==> config.mk <==
export PLATFORM = sky130hd
export DESIGN_NAME = rtc_core
export DESIGN_NICKNAME = d
export VERILOG_FILES = /design/src/rtl/rtc_pkg.sv /design/src/rtl/rtc_prescaler.sv /design/src/rtl/rtc_timekeeper.sv /design/src/rtl/rtc_stopwatch.sv /design/src/rtl/rtc_alarm.sv /design/src/rtl/rtc_core.sv
export SDC_FILE = /design/constraint.sdc
export NUM_CORES = 1
export LEC_CHECK = 0
export CAP_MARGIN = 10
export CORE_UTILIZATION = 30
export DETAILED_ROUTE_END_ITERATION = 8
export SLEW_MARGIN = 5
export SYNTH_ARGS = -nofsm -noshare
export SYNTH_HDL_FRONTEND = slang
export SYNTH_SLANG_ARGS = --single-unit
==> constraint.sdc <==
create_clock -name clk -period 9.6 [get_ports clk]
set_clock_uncertainty 0.2 [all_clocks]
set_input_delay 1.44 -clock clk [delete_from_list [all_inputs] [get_ports clk]]
set_output_delay 1.44 -clock clk [all_outputs]
set_load 0.005 [all_outputs]
==> src/rtl/rtc_pkg.sv <==
package rtc_pkg;
  localparam int SEC_W  = 6;
  localparam int MIN_W  = 6;
  localparam int HR_W   = 5;
  localparam int SEC_LSB = 0;
  localparam int MIN_LSB = SEC_LSB + SEC_W;
  localparam int HR_LSB  = MIN_LSB + MIN_W;
  localparam int DAY_LSB = HR_LSB + HR_W;
  localparam int TOD_W   = DAY_LSB;

  localparam int NUM_FLAGS  = 3;
  localparam int FLAG_DAILY = 0;
  localparam int FLAG_DATED = 1;
  localparam int FLAG_SW    = 2;

  typedef enum logic [2:0] {
    REG_TIME      = 3'd0,
    REG_ALM_DAILY = 3'd1,
    REG_ALM_DATED = 3'd2,
    REG_SW        = 3'd3,
    REG_STATUS    = 3'd4,
    REG_CTRL      = 3'd5
  } reg_addr_e;
endpackage

==> src/rtl/rtc_prescaler.sv <==
module rtc_prescaler #(
  parameter int CLK_HZ = 32768
) (
  input  logic clk,
  input  logic rst,
  input  logic en,
  output logic tick
);
  localparam int CNT_W = (CLK_HZ > 2) ? $clog2(CLK_HZ) : 1;
  localparam logic [CNT_W-1:0] LAST = CNT_W'(CLK_HZ - 1);

  logic [CNT_W-1:0] cnt_q;

  always_ff @(posedge clk) begin
    if (rst || !en)        cnt_q <= '0;
    else if (cnt_q == LAST) cnt_q <= '0;
    else                   cnt_q <= cnt_q + 1'b1;
  end

  assign tick = !en || (cnt_q == LAST);

  generate
    if (CLK_HZ > 1) begin : g_spacing
      AST_TICK_SPACING: assert property (@(posedge clk) disable iff (rst)
        (en && tick) |=> (!en || !tick)) else $error("prescaled ticks adjacent");
    end
  endgenerate
endmodule

==> src/rtl/rtc_timekeeper.sv <==
module rtc_timekeeper import rtc_pkg::*; #(
  parameter int DAY_W = 15,
  localparam int DATA_W = TOD_W + DAY_W
) (
  input  logic              clk,
  input  logic              rst,
  input  logic              tick,
  input  logic              load,
  input  logic [DATA_W-1:0] wdata,
  output logic [DATA_W-1:0] tod
);
  localparam logic [SEC_W-1:0] SEC_TOP = SEC_W'(59);
  localparam logic [MIN_W-1:0] MIN_TOP = MIN_W'(59);
  localparam logic [HR_W-1:0]  HR_TOP  = HR_W'(23);

  logic [SEC_W-1:0] sec_q = '0;
  logic [MIN_W-1:0] min_q = '0;
  logic [HR_W-1:0]  hr_q  = '0;
  logic [DAY_W-1:0] day_q = '0;

  logic [SEC_W-1:0] sec_in, sec_ld;
  logic [MIN_W-1:0] min_in, min_ld;
  logic [HR_W-1:0]  hr_in, hr_ld;

  assign sec_in = wdata[MIN_LSB-1:SEC_LSB];
  assign min_in = wdata[HR_LSB-1:MIN_LSB];
  assign hr_in  = wdata[DAY_LSB-1:HR_LSB];
  assign sec_ld = (sec_in > SEC_TOP) ? '0 : sec_in;
  assign min_ld = (min_in > MIN_TOP) ? '0 : min_in;
  assign hr_ld  = (hr_in > HR_TOP) ? '0 : hr_in;

  always_ff @(posedge clk) begin
    if (load) begin
      sec_q <= sec_ld;
      min_q <= min_ld;
      hr_q  <= hr_ld;
      day_q <= wdata[DATA_W-1:DAY_LSB];
    end else if (tick) begin
      if (sec_q == SEC_TOP) begin
        sec_q <= '0;
        if (min_q == MIN_TOP) begin
          min_q <= '0;
          if (hr_q == HR_TOP) begin
            hr_q  <= '0;
            day_q <= day_q + 1'b1;
          end else begin
            hr_q <= hr_q + 1'b1;
          end
        end else begin
          min_q <= min_q + 1'b1;
        end
      end else begin
        sec_q <= sec_q + 1'b1;
      end
    end
  end

  assign tod = {day_q, hr_q, min_q, sec_q};

  AST_TOD_RANGE: assert property (@(posedge clk) disable iff (rst)
    (sec_q <= SEC_TOP) && (min_q <= MIN_TOP) && (hr_q <= HR_TOP)) else $error("time field out of range");
  AST_SEC_ADVANCE: assert property (@(posedge clk) disable iff (rst)
    (tick && !load) |=> (sec_q == (($past(sec_q) == SEC_TOP) ? '0 : $past(sec_q) + 1'b1))) else $error("seconds step wrong");
  AST_DAY_CARRY: assert property (@(posedge clk) disable iff (rst)
    (tick && !load && sec_q == SEC_TOP && min_q == MIN_TOP && hr_q == HR_TOP)
    |=> (day_q == DAY_W'($past(day_q) + 1'b1)) && (hr_q == '0)) else $error("midnight carry wrong");
endmodule

==> src/rtl/rtc_stopwatch.sv <==
module rtc_stopwatch #(
  parameter int SW_W = 16
) (
  input  logic            clk,
  input  logic            rst,
  input  logic            tick,
  input  logic            load,
  input  logic [SW_W-1:0] wdata,
  output logic [SW_W-1:0] count,
  output logic            expire
);
  logic [SW_W-1:0] cnt_q = '0;

  always_ff @(posedge clk) begin
    if (load)                     cnt_q <= wdata;
    else if (tick && cnt_q != '0) cnt_q <= cnt_q - 1'b1;
  end

  assign count  = cnt_q;
  assign expire = tick && !load && (cnt_q == SW_W'(1));

  AST_SW_FLOOR: assert property (@(posedge clk) disable iff (rst)
    (cnt_q == '0 && !load) |=> (cnt_q == '0)) else $error("stopwatch left zero");
  AST_SW_DECREMENT: assert property (@(posedge clk) disable iff (rst)
    (tick && !load && cnt_q != '0) |=> (cnt_q == $past(cnt_q) - 1'b1)) else $error("stopwatch step wrong");
endmodule

==> src/rtl/rtc_alarm.sv <==
module rtc_alarm import rtc_pkg::*; #(
  parameter int DAY_W = 15,
  parameter bit MATCH_DAY = 1'b0,
  localparam int DATA_W = TOD_W + DAY_W
) (
  input  logic              clk,
  input  logic              load,
  input  logic [DATA_W-1:0] wdata,
  input  logic [DATA_W-1:0] tod,
  output logic [DATA_W-1:0] value,
  output logic              hit
);
  localparam logic [DATA_W-1:0] MASK = MATCH_DAY ? {DATA_W{1'b1}}
                                                 : {{DAY_W{1'b0}}, {TOD_W{1'b1}}};
  logic [DATA_W-1:0] alm_q = '0;

  always_ff @(posedge clk) begin
    if (load) alm_q <= wdata;
  end

  assign value = alm_q;
  assign hit   = ((tod ^ alm_q) & MASK) == '0;
endmodule

==> src/rtl/rtc_core.sv <==
module rtc_core import rtc_pkg::*; #(
  parameter int CLK_HZ = 32768,
  parameter int DAY_W  = 15,
  parameter int SW_W   = 16,
  localparam int DATA_W = TOD_W + DAY_W
) (
  input  logic              clk,
  input  logic              rst,
  input  logic              host_we,
  input  logic [2:0]        host_addr,
  input  logic [DATA_W-1:0] host_wdata,
  output logic [DATA_W-1:0] host_rdata,
  output logic              irq
);
  logic                 presc_en_q;
  logic [NUM_FLAGS-1:0] irq_en_q;
  logic [NUM_FLAGS-1:0] status_q;
  logic [NUM_FLAGS-1:0] flag_set, flag_clr;
  logic                 tick, upd_q, irq_q;
  logic [DATA_W-1:0]    tod, rdata_q;
  logic [DATA_W-1:0]    alm_val [2];
  logic [1:0]           alm_hit;
  logic [SW_W-1:0]      sw_cnt;
  logic                 sw_expire;
  logic                 wr_time, wr_sw, wr_status, wr_ctrl;

  assign wr_time   = host_we && (host_addr == REG_TIME);
  assign wr_sw     = host_we && (host_addr == REG_SW);
  assign wr_status = host_we && (host_addr == REG_STATUS);
  assign wr_ctrl   = host_we && (host_addr == REG_CTRL);

  always_ff @(posedge clk) begin
    if (rst) begin
      presc_en_q <= 1'b1;
      irq_en_q   <= '0;
    end else if (wr_ctrl) begin
      presc_en_q <= host_wdata[0];
      irq_en_q   <= host_wdata[NUM_FLAGS:1];
    end
  end

  rtc_prescaler #(.CLK_HZ(CLK_HZ)) u_presc (
    .clk (clk),
    .rst (rst),
    .en  (presc_en_q),
    .tick(tick)
  );

  rtc_timekeeper #(.DAY_W(DAY_W)) u_time (
    .clk  (clk),
    .rst  (rst),
    .tick (tick),
    .load (wr_time),
    .wdata(host_wdata),
    .tod  (tod)
  );

  // marks a cycle whose time value came from an advance, not a host load
  always_ff @(posedge clk) begin
    if (rst) upd_q <= 1'b0;
    else     upd_q <= tick && !wr_time;
  end

  generate
    for (genvar i = 0; i < 2; i++) begin : g_alarm
      localparam logic [2:0] ALM_ADDR = (i == 0) ? REG_ALM_DAILY : REG_ALM_DATED;
      rtc_alarm #(.DAY_W(DAY_W), .MATCH_DAY(i == 1)) u_alarm (
        .clk  (clk),
        .load (host_we && (host_addr == ALM_ADDR)),
        .wdata(host_wdata),
        .tod  (tod),
        .value(alm_val[i]),
        .hit  (alm_hit[i])
      );
    end
  endgenerate

  rtc_stopwatch #(.SW_W(SW_W)) u_sw (
    .clk   (clk),
    .rst   (rst),
    .tick  (tick),
    .load  (wr_sw),
    .wdata (host_wdata[SW_W-1:0]),
    .count (sw_cnt),
    .expire(sw_expire)
  );

  assign flag_set[FLAG_DAILY] = upd_q && alm_hit[0];
  assign flag_set[FLAG_DATED] = upd_q && alm_hit[1];
  assign flag_set[FLAG_SW]    = sw_expire;
  assign flag_clr = wr_status ? host_wdata[NUM_FLAGS-1:0] : '0;

  always_ff @(posedge clk) begin
    if (rst) begin
      status_q <= '0;
      irq_q    <= 1'b0;
    end else begin
      status_q <= (status_q & ~flag_clr) | flag_set;
      irq_q    <= |(status_q & irq_en_q);
    end
  end

  always_ff @(posedge clk) begin
    if (rst) begin
      rdata_q <= '0;
    end else begin
      case (host_addr)
        REG_TIME:      rdata_q <= tod;
        REG_ALM_DAILY: rdata_q <= alm_val[0];
        REG_ALM_DATED: rdata_q <= alm_val[1];
        REG_SW:        rdata_q <= {{(DATA_W-SW_W){1'b0}}, sw_cnt};
        REG_STATUS:    rdata_q <= {{(DATA_W-NUM_FLAGS){1'b0}}, status_q};
        REG_CTRL:      rdata_q <= {{(DATA_W-NUM_FLAGS-1){1'b0}}, irq_en_q, presc_en_q};
        default:       rdata_q <= '0;
      endcase
    end
  end

  assign host_rdata = rdata_q;
  assign irq        = irq_q;

  AST_FLAG_STICKY: assert property (@(posedge clk) disable iff (rst)
    (|(status_q & ~flag_clr)) |=> ((status_q & $past(status_q & ~flag_clr)) == $past(status_q & ~flag_clr))) else $error("status flag lost");
  AST_SW_EXPIRE_FLAG: assert property (@(posedge clk) disable iff (rst)
    (sw_cnt == '0 && $past(sw_cnt) == SW_W'(1) && !$past(wr_sw) && !$past(rst)) |-> status_q[FLAG_SW]) else $error("expiry not flagged");
endmodule

==> results.toml <==
[clock_tree]
cts_buffer_depth = 2
cts_tree = "built"
cts_made_buffers = 17
cts_hold_buf = 0
clock_sinks = 168
clock_latency_ns = 0.43
cts_htree_levels = 4
cts-resized-gates = 0
path_clk_slew_ns = 0.07
postCtsSetupBuffers = 0
root_buffer = "clkbuf_16"

[detailed_routing]
routed_via_density = 4.87
routed_wl_um = 19200
drtAntennaViolNets = 0
drc = 0
dr_total_vias = 5339
firstDrtPassIters = 6
drt_iter0_drc = 514
wl_per_cell_um = 17.5

[finish]
diodes = 0
fillers = 2576
num-nets-final = 793
instances_no_fill = 1096
ff_latch_area_um2 = 4480
synthToLayoutAreaGrowth_pct = 19.8
multi_input_comb_area_um2 = 3220
drive_above_1_share = 0.0880

[placed_design]
pre_cts_ws_ns = 4.53
portBuffers = 70
gp_congestion = 0.780
post-place-cells = 1064
dp_hpwl_um = 13900

[die]
core_area_um2 = 26000
die_w_um = 164
row_count = 59
die_h_um = 164
io_pins = 71
initial_utilization = 0.304
dieArea_um2 = 27000

[logic_synthesis]
synth_edf_count = 112
synth_cells = 690
syn_area_um2 = 7910
synth.avg_cell_area_um2 = 11.5
yosysWarnings = 0
ys_seq_area_frac = 0.567
ys_ff_latch = 168
synth-main-ff-cell = "edfxtp_1"
synth_cell_types = 50
synthArstFlopShare = 0
synth_nets = 735

[sta]
rsz0062_at_grt = "false"
finalCritPeriodShare = 0.480
tightest_slew_ns = 0.897
fmax_ghz = 0.217
worst_slack_ns = 4.99
drv_slew = 0
whs_ns = 0.251
finalCriticalPeriod_ns = 4.61
relSlewSlack = 0.402
hold_viol = 0
setup_viol = 0
fin_setup_tns_ns = 0

[run]
maxCapViolCount = 0

[critical_path]
crit_type = "in2reg"
cp-start-kind = "primary input"
cpPeakStageDelay_ns = 0.86
end_kind = "register"
worstPathCellList = "clkdlybuf4s50_1 > or3_1 > nand2_1 > and2_1 > and3_1"
cp_top_family = "simple AND/OR/NAND/NOR gates"
crit_slowest_cell = "or3_1"
required_ns = 9.46
crit_fanout = 24
path_buf_inv = 1
worstPathArrival_ns = 4.47

[hold_path]
hold_path_class = "reg2reg"

[pwr]
ir_drop_v = 0.000141
p_leak_nw = 3.15
power_density_nw_per_um2 = 167

[grt]
grt.total_usage = 0.151
grt_pass1_vias = 5234
antenna_found_initial = 0
grt_pass1_wl_um = 30200
grt_overflow_total = 0
grt_max_degree = 44

[run_status]
status = "complete, no violations"
logic make-up after synthesis:
group	Yosys count	share of synthesized area
and+or+nand+nor	245	0.149
adders and majority gates	7	0.0111
buffers and inverters	47	0.0275
DFF	168	0.567
xor gates and xnor gates	96	0.106
muxes	37	0.0693
AOI/OAI and AO/OA	90	0.0690
state kept, by name (all words and copies together), names as in the netlist, 3 cells and up:
signal and flops:
status_q 3, u_time.sec_q 6, u_presc.cnt_q 15, u_time.day_q 15, u_time.min_q 6, host_rdata 32, irq_en_q 3, g_alarm.u_alarm.value 64
u_time.hr_q 5, u_sw.count 16
report_power, final:
part / internal (mW) / switching, mW / leakage, nW
logic: 0.0536 / 0.0588 / 1.39
clock network: 0.373 / 0.292 / 0.287
registers: 0.792 / 0.0138 / 1.47
area by class of cell:
class                   instances  area share
inverters                       9     0.00357
clock inverters                10     0.00832
clock buffers                  22      0.0524
well taps                     335      0.0442
repair buffers                 77      0.0784
flip-flops and latches        168       0.473
multi-input cells             475       0.340
synth_stat cells, types with 2 or more instances:
library cell    n  share of area
edfxtp_1      112           0.43
nor2_1         93          0.044
xnor2_1        60          0.066
dfxtp_1        56           0.14
a21oi_1        47          0.030
nand2_1        41          0.019
xor2_1         36          0.040
nand3_1        25          0.016
o21ai_0        25          0.016
mux2i_1        21          0.027
clkbuf_1       20         0.0095
nand4_1        19          0.015
nor2b_1        17          0.013
mux4_2         14          0.040
nor3_1         13         0.0082
buf_2          12         0.0076
and3_1          9         0.0071
inv_1           9         0.0043
ha_1            7          0.011
nand2b_1        6         0.0047
nor4_1          5         0.0040
a22oi_1         3         0.0028
and4_1          3         0.0033
buf_6           3         0.0043
or3_1           3         0.0024
a22o_1          2         0.0022
a41oi_2         2         0.0041
buf_1           2        0.00095
mux2_2          2         0.0028
nand3b_1        2         0.0019
o211ai_1        2         0.0019
placed cells by master, fill, tap and decap left out, types with 5 or more instances in the layout:
cell               n
edfxtp_1         112
nor2_1            93
clkdlybuf4s50_1   68
xnor2_1           60
dfxtp_1           56
a21oi_1           47
nand2_1           41
xor2_1            36
nand3_1           25
o21ai_0           24
mux2i_1           21
nand4_1           19
clkbuf_16         19
nor2b_1           17
mux4_2            14
nor3_1            10
and3_1             9
inv_1              9
ha_1               7
buf_4              7
nand2b_1           6
nor4_1             5
path summary, 6_finish.rpt:
check                                 startpoint                to  slack, ns  cells after the start
worst max register to register  u_presc.cnt_q[0]   u_time.day_q[9]       6.58                      6
worst max-delay path                host_addr[2]   u_time.day_q[9]       4.99                      5
worst min register to register  u_presc.cnt_q[0]  u_presc.cnt_q[0]       0.25                      1
worst min-delay path            u_presc.cnt_q[0]  u_presc.cnt_q[0]       0.25                      1
worst register-to-register path: stages (launching register included):
cell     delay, ns
dfxtp_1       0.35
ha_1          0.26
and4_4        0.30
a41oi_4       0.17
nand2_1       0.32
and2_1        0.36
and3_1        0.67
per-stage QoR:
stage | power (mW) | area, um2 | utilization
4_1_cts | 1.60 | 9470 | 0.365
3_5_place_dp | 0.935 | 8900 | 0.342
5_1_grt | 1.64 | 9470 | 0.365
3_3_place_gp | 0.934 | 8900 | 0.342
2_1_floorplan | 0.879 | 7910 | -
6_report | 1.58 | 9470 | 0.365
metal layers:
metal,vias up,GRT usage,wire [um]
met3,18,0.0306,990
li1,2585,-,-
met1,2597,0.211,9090
met5,-,0,0
met4,0,0.0484,283
met2,139,0.231,8800
Power figures use the tool's default switching activity.
